`src/rtl/sar_pkg.sv`:
```
package sar_pkg;
    typedef enum logic [0:0] {
        ST_IDLE    = 1'b0,
        ST_CONVERT = 1'b1
    } sar_state_t;
endpackage

```
`src/rtl/sar_port_decode.sv`:
```
module sar_port_decode #(
    parameter int          WIDTH     = 8,
    parameter int          DW        = 8,
    parameter logic [7:0]  BASE_ADDR = 8'h80
) (
    input  logic [7:0]       io_addr,
    input  logic             io_rd,
    input  logic             io_wr,
    input  logic             busy,
    input  logic [WIDTH-1:0] result,
    output logic             start,
    output logic [DW-1:0]    io_rdata
);
    localparam logic [7:0] ADDR_STAT  = BASE_ADDR;
    localparam logic [7:0] ADDR_DATA  = BASE_ADDR + 8'd1;
    localparam logic [7:0] ADDR_START = BASE_ADDR + 8'd2;

    assign start = io_wr && (io_addr == ADDR_START);

    always_comb begin
        io_rdata = '0;
        if (io_rd) begin
            if (io_addr == ADDR_STAT) begin
                io_rdata[0] = busy;
            end else if (io_addr == ADDR_DATA) begin
                io_rdata = DW'(result);
            end
        end
    end
endmodule

```
`src/rtl/sar_search.sv`:
```
module sar_search
    import sar_pkg::*;
#(
    parameter int WIDTH = 8
) (
    input  logic             clk,
    input  logic             rst_n,
    input  logic             start,
    input  logic             cmp_above,
    output logic             busy,
    output logic [WIDTH-1:0] dac_code,
    output logic [WIDTH-1:0] result,
    output logic             ser_bit,
    output logic             ser_valid
);
    localparam int IW = (WIDTH > 1) ? $clog2(WIDTH) : 1;
    localparam logic [IW-1:0]    TOP_IDX  = IW'(WIDTH - 1);
    localparam logic [WIDTH-1:0] HALF_CODE = WIDTH'(1) << (WIDTH - 1);

    sar_state_t       st, st_nx;
    logic [IW-1:0]    idx;
    logic [WIDTH-1:0] sar;
    logic [WIDTH-1:0] sar_step;
    logic             last_step;

    assign busy      = (st == ST_CONVERT);
    assign dac_code  = sar;
    assign last_step = (idx == '0);

    // Decide the bit under trial and raise the next lower one.
    always_comb begin
        for (int i = 0; i < WIDTH; i++) begin
            if (i == int'(idx)) begin
                sar_step[i] = cmp_above;
            end else if (i + 1 == int'(idx)) begin
                sar_step[i] = 1'b1;
            end else begin
                sar_step[i] = sar[i];
            end
        end
    end

    always_comb begin
        st_nx = st;
        unique case (st)
            ST_IDLE:    st_nx = start ? ST_CONVERT : ST_IDLE;
            ST_CONVERT: begin
                if (start)          st_nx = ST_CONVERT;
                else if (last_step) st_nx = ST_IDLE;
                else                st_nx = ST_CONVERT;
            end
            default:    st_nx = ST_IDLE;
        endcase
    end

    // State register.
    always_ff @(posedge clk or negedge rst_n) begin
        if (!rst_n) st <= ST_IDLE;
        else        st <= st_nx;
    end

    // Datapath and outputs.
    always_ff @(posedge clk or negedge rst_n) begin
        if (!rst_n) begin
            sar       <= '0;
            idx       <= '0;
            result    <= '0;
            ser_bit   <= 1'b0;
            ser_valid <= 1'b0;
        end else begin
            ser_valid <= 1'b0;
            if (start) begin
                sar <= HALF_CODE;
                idx <= TOP_IDX;
            end else if (st == ST_CONVERT) begin
                sar       <= sar_step;
                ser_bit   <= cmp_above;
                ser_valid <= 1'b1;
                idx       <= idx - IW'(1);
                if (last_step) result <= sar_step;
            end
        end
    end
endmodule

```
`src/rtl/sar_port_ctrl.sv`:
```
module sar_port_ctrl #(
    parameter int         WIDTH     = 8,
    parameter logic [7:0] BASE_ADDR = 8'h80
) (
    input  logic             clk,
    input  logic             rst_n,
    input  logic [7:0]       io_addr,
    input  logic             io_rd,
    input  logic             io_wr,
    output logic [7:0]       io_rdata,
    output logic [WIDTH-1:0] dac_code,
    input  logic             cmp_above,
    output logic             ser_bit,
    output logic             ser_valid
);
    logic             start;
    logic             busy;
    logic [WIDTH-1:0] result;

    sar_port_decode #(.WIDTH(WIDTH), .DW(8), .BASE_ADDR(BASE_ADDR)) u_decode (
        .io_addr (io_addr),
        .io_rd   (io_rd),
        .io_wr   (io_wr),
        .busy    (busy),
        .result  (result),
        .start   (start),
        .io_rdata(io_rdata)
    );

    sar_search #(.WIDTH(WIDTH)) u_search (
        .clk      (clk),
        .rst_n    (rst_n),
        .start    (start),
        .cmp_above(cmp_above),
        .busy     (busy),
        .dac_code (dac_code),
        .result   (result),
        .ser_bit  (ser_bit),
        .ser_valid(ser_valid)
    );
endmodule

```
`config.mk`:
```
export PLATFORM = sky130hd
export DESIGN_NAME = sar_port_ctrl
export DESIGN_NICKNAME = d
export VERILOG_FILES = /design/src/rtl/sar_pkg.sv /design/src/rtl/sar_port_decode.sv /design/src/rtl/sar_search.sv /design/src/rtl/sar_port_ctrl.sv
export SDC_FILE = /design/constraint.sdc
export NUM_CORES = 1
export LEC_CHECK = 0
export BUFFER_PORTS_ARGS = -buffer_cell sky130_fd_sc_hd__buf_2
export CAP_MARGIN = 25
export CORE_ASPECT_RATIO = 0.7
export CORE_MARGIN = 2
export CORE_UTILIZATION = 57
export CTS_BUF_LIST = sky130_fd_sc_hd__clkbuf_4 sky130_fd_sc_hd__clkbuf_8
export DETAILED_ROUTE_END_ITERATION = 10
export GPL_ROUTABILITY_DRIVEN = 0
export PLACE_DENSITY = 0.86
export SKIP_LAST_GASP = 1
export SYNTH_ARGS = -nofsm -noshare
export SYNTH_HDL_FRONTEND = slang
export SYNTH_SLANG_ARGS = --single-unit
```
`constraint.sdc`:
```
create_clock -name clk -period 5.5 [get_ports clk]
set_clock_uncertainty 0.2 [all_clocks]
set_input_delay 0.275 -clock clk [delete_from_list [all_inputs] [get_ports clk]]
set_output_delay 0.275 -clock clk [all_outputs]
set_load 0.01 [all_outputs]
```
==> impl_results.md <==
- Die W: 57.4 microns
- CTS resizes: 0
- Total track usage: 0.224
- Fin. max-slew vios: 0
- Post-route ant nets: 0
- Mapped Cells: 110
- Pin count of the biggest net entering global routing: 23
- Post-synthesis adder-cell area fraction: 0.0550
- Setup crit start kind: flop
- Most common library cells after synthesis: dfrtp_1, nand2_1, and2_1, mux2_2, a211oi_1
- Setup Crit Path Kind: reg2reg
- Skew-Pair Late Insertion Delay: 0.30 ns
- Tightest Hold Check Type: in2reg
- Post-synthesis mux area share: 0.100
- Int Pwr: 0.386 mW
- Asr flop ratio synth: 1.00
- Setup bufs post-CTS: 0
- Status: complete, no violations
- Critical path fanouts, max: 6
- # port buffers: 30
- Mapped Nets: 128
- Avg Cell Area, Syn: 10.3 sq um
- Most frequent cell after synthesis: dfrtp_1
- Xor and xnor area share after synthesis: 0.0154
- Row cnt: 13
- Die area: 2370 sq um
- Vias per std cell: 5.75
- First-pass GRT wire length: 3.79 mm
- PwrDens: 468 nW/um^2
- Router iterations before antenna repair: 4
- Clock slew at reported path FFs: 0.11 ns
- CTS Root Cell: clkbuf_4
- Setup slack after layout: 3.32 ns
- Compound-Gate Fraction of Synth Area: 0.135
- Sequential power share: 0.475
- Max Clk Rate: 458 MHz
- Sw Ratio: 0.382
- Share of layout cells above drive strength 1: 0.321
- Via count: 931
- Yosys warns: 0
- Slew Limit Headroom: 0.615
- Post-synthesis sequential area ratio: 0.484
- Die Y: 41.4 microns
- Initial antenna violation count: 0
- Largest family of logic cells by synthesized area: simple AND/OR/NAND/NOR gates
- TritonCTS clock tree: built
- Hold Vio Cnt, Final: 0
- Hold Buf Count CTS: 1
- Clk pwr share: 0.115
- Period utilization: 0.397
- Number of global-route vias before repair: 866
- Final WL: 2.40 mm
- Ys flop type: dfrtp_1
- Maximum buffer depth of the clock tree: 2
- Placeable Area: 1870 sq um
- CTS Buf Count: 3
- Starting DRT DRC Count: 27
- DP HPWL: 1.86 mm
- Final setup violation count: 0
- MaxCap Viol Count: 0
- Simple-gate share of the synthesized area: 0.176
- Leak: 0.651 nW
- Synth top area share: 0.484
- R2r setup slk: 3.32 ns
- Layout area overhead: 17.4%
- Drc violations: 0
- Starting Density: 0.608
- Number of synthesized flops with an enable pin: 0
- Wire per inst: 14.8 microns
- Clk sink count: 22
- CP endpoint kind: flop
- Final setup TNS: 0 ns
- Comb power frac: 0.410
- Hold_ws: 0.143 ns
- # nets final: 160
- Most area-consuming cells after synthesis: dfrtp_1, mux2_2, ha_1
- Gr ovfl total: 0
- Peak VDD IR: 302 uV
- Placement Setup Slack: 3.13 ns
- CP Data Arrival Time: 2.18 ns
- Post-Syn Area: 1140 sq um
- RSZ-0062 raised after global routing: no
- Area leader, netlist: dfrtp_1
- CTS H-tree depth: 1
- Diodes inserted: 0
- Minimum clock period after layout: 2.18 ns
- Netlist cell types: 33
- I/O pin count: 31
- Measured slew at the worst slew-check pin: 0.576 ns
- Register bit total from synthesis: 22
- Sw Pwr: 0.238 mW
- Worst endpoint required time: 5.50 ns
## path summary, 6_finish.rpt
path,cells after the start,to,start
setup / recovery,5,u_search.result[3],u_search.idx[0]
hold / removal,3,u_search.dac_code[7],cmp_above
setup reg to reg,5,u_search.result[3],u_search.idx[0]
hold reg to reg,1,u_search.result[7],u_search.result[7]
max in group asynchronous,2,u_search.idx[0],rst_n
min in group asynchronous,2,u_search.result[5],rst_n
## power groups by stage
| stage | clock network [mW] | registers (mW) | logic, mW |
|---|---|---|---|
| global route | 0.0829 | 0.310 | 0.285 |
| CTS | 0.0741 | 0.296 | 0.257 |
| global placement | 0 | 0.295 | 0.243 |
| finish | 0.0719 | 0.296 | 0.256 |
| detailed placement | 0 | 0.300 | 0.255 |
| floorplan | 0 | 0.293 | 0.176 |
## cell type report
| type | instances | area (sq um) |
|---|---|---|
| inverter | 5 | 18.8 |
| fill | 159 | 536 |
| multi-input combinational | 78 | 548 |
| tap | 22 | 27.5 |
| timing repair buffer | 32 | 168 |
| clock buffer | 3 | 22.5 |
| sequential | 22 | 551 |
## worst max-delay path: stages, from the launching register on
cell and delay [ns]:
dfrtp_1 0.44, inv_1 0.12, ha_1 0.24, nand3b_1 0.17, nor2_1 0.50, mux2_2 0.40
## through the flow
stage / area (sq um) / total power [mW] / std cells / util
6_report: 1340 / 0.624 / 162 / 0.714
5_1_grt: 1340 / 0.678 / 162 / 0.714
4_1_cts: 1340 / 0.628 / 162 / 0.714
3_5_place_dp: 1300 / 0.555 / 158 / 0.696
3_3_place_gp: 1300 / 0.538 / 158 / 0.696
2_1_floorplan: 1140 / 0.469 / 110 / -
## flip-flops by register name (all words and copies together), names as in the netlist
| register | flops |
|---|---|
| u_search.busy | 1 |
| u_search.dac_code | 8 |
| u_search.idx | 3 |
| u_search.result | 8 |
| u_search.ser_bit | 1 |
| u_search.ser_valid | 1 |
## kinds of logic after synthesis
kind of cell	after synthesis
adders and majority gates	5
muxes	10
AOI/OAI and AO/OA	24
xor gates and xnor gates	2
DFF	22
and+or+nand+nor	37
buffers and inverters	10
## metal layers
metal | vias up | track usage | part of all wire
met3 | 3 | 0.0741 | 0.062
met5 | - | 0 | 0
met1 | 445 | 0.261 | 0.42
met2 | 32 | 0.412 | 0.52
met4 | 0 | 0.0640 | 0.0042
li1 | 451 | - | -
## cells in the final DEF (no fill, tap or decap), types with 2 or more instances in the layout
master / synthesis / final
nor2_1: 4 / 4
o21ai_0: 4 / 4
inv_1: 5 / 5
mux2i_1: 2 / 2
o31ai_1: 2 / 2
mux2_2: 7 / 7
ha_1: 5 / 5
a211oi_1: 6 / 6
clkbuf_4: 0 / 3
a21oi_1: 4 / 4
o22ai_1: 3 / 3
a31oi_1: 3 / 3
dfrtp_1: 22 / 22
nand2_1: 13 / 13
and2_1: 7 / 7
nor2b_1: 3 / 3
buf_2: 1 / 30
Note: power is estimated with default switching activity, not from simulation.
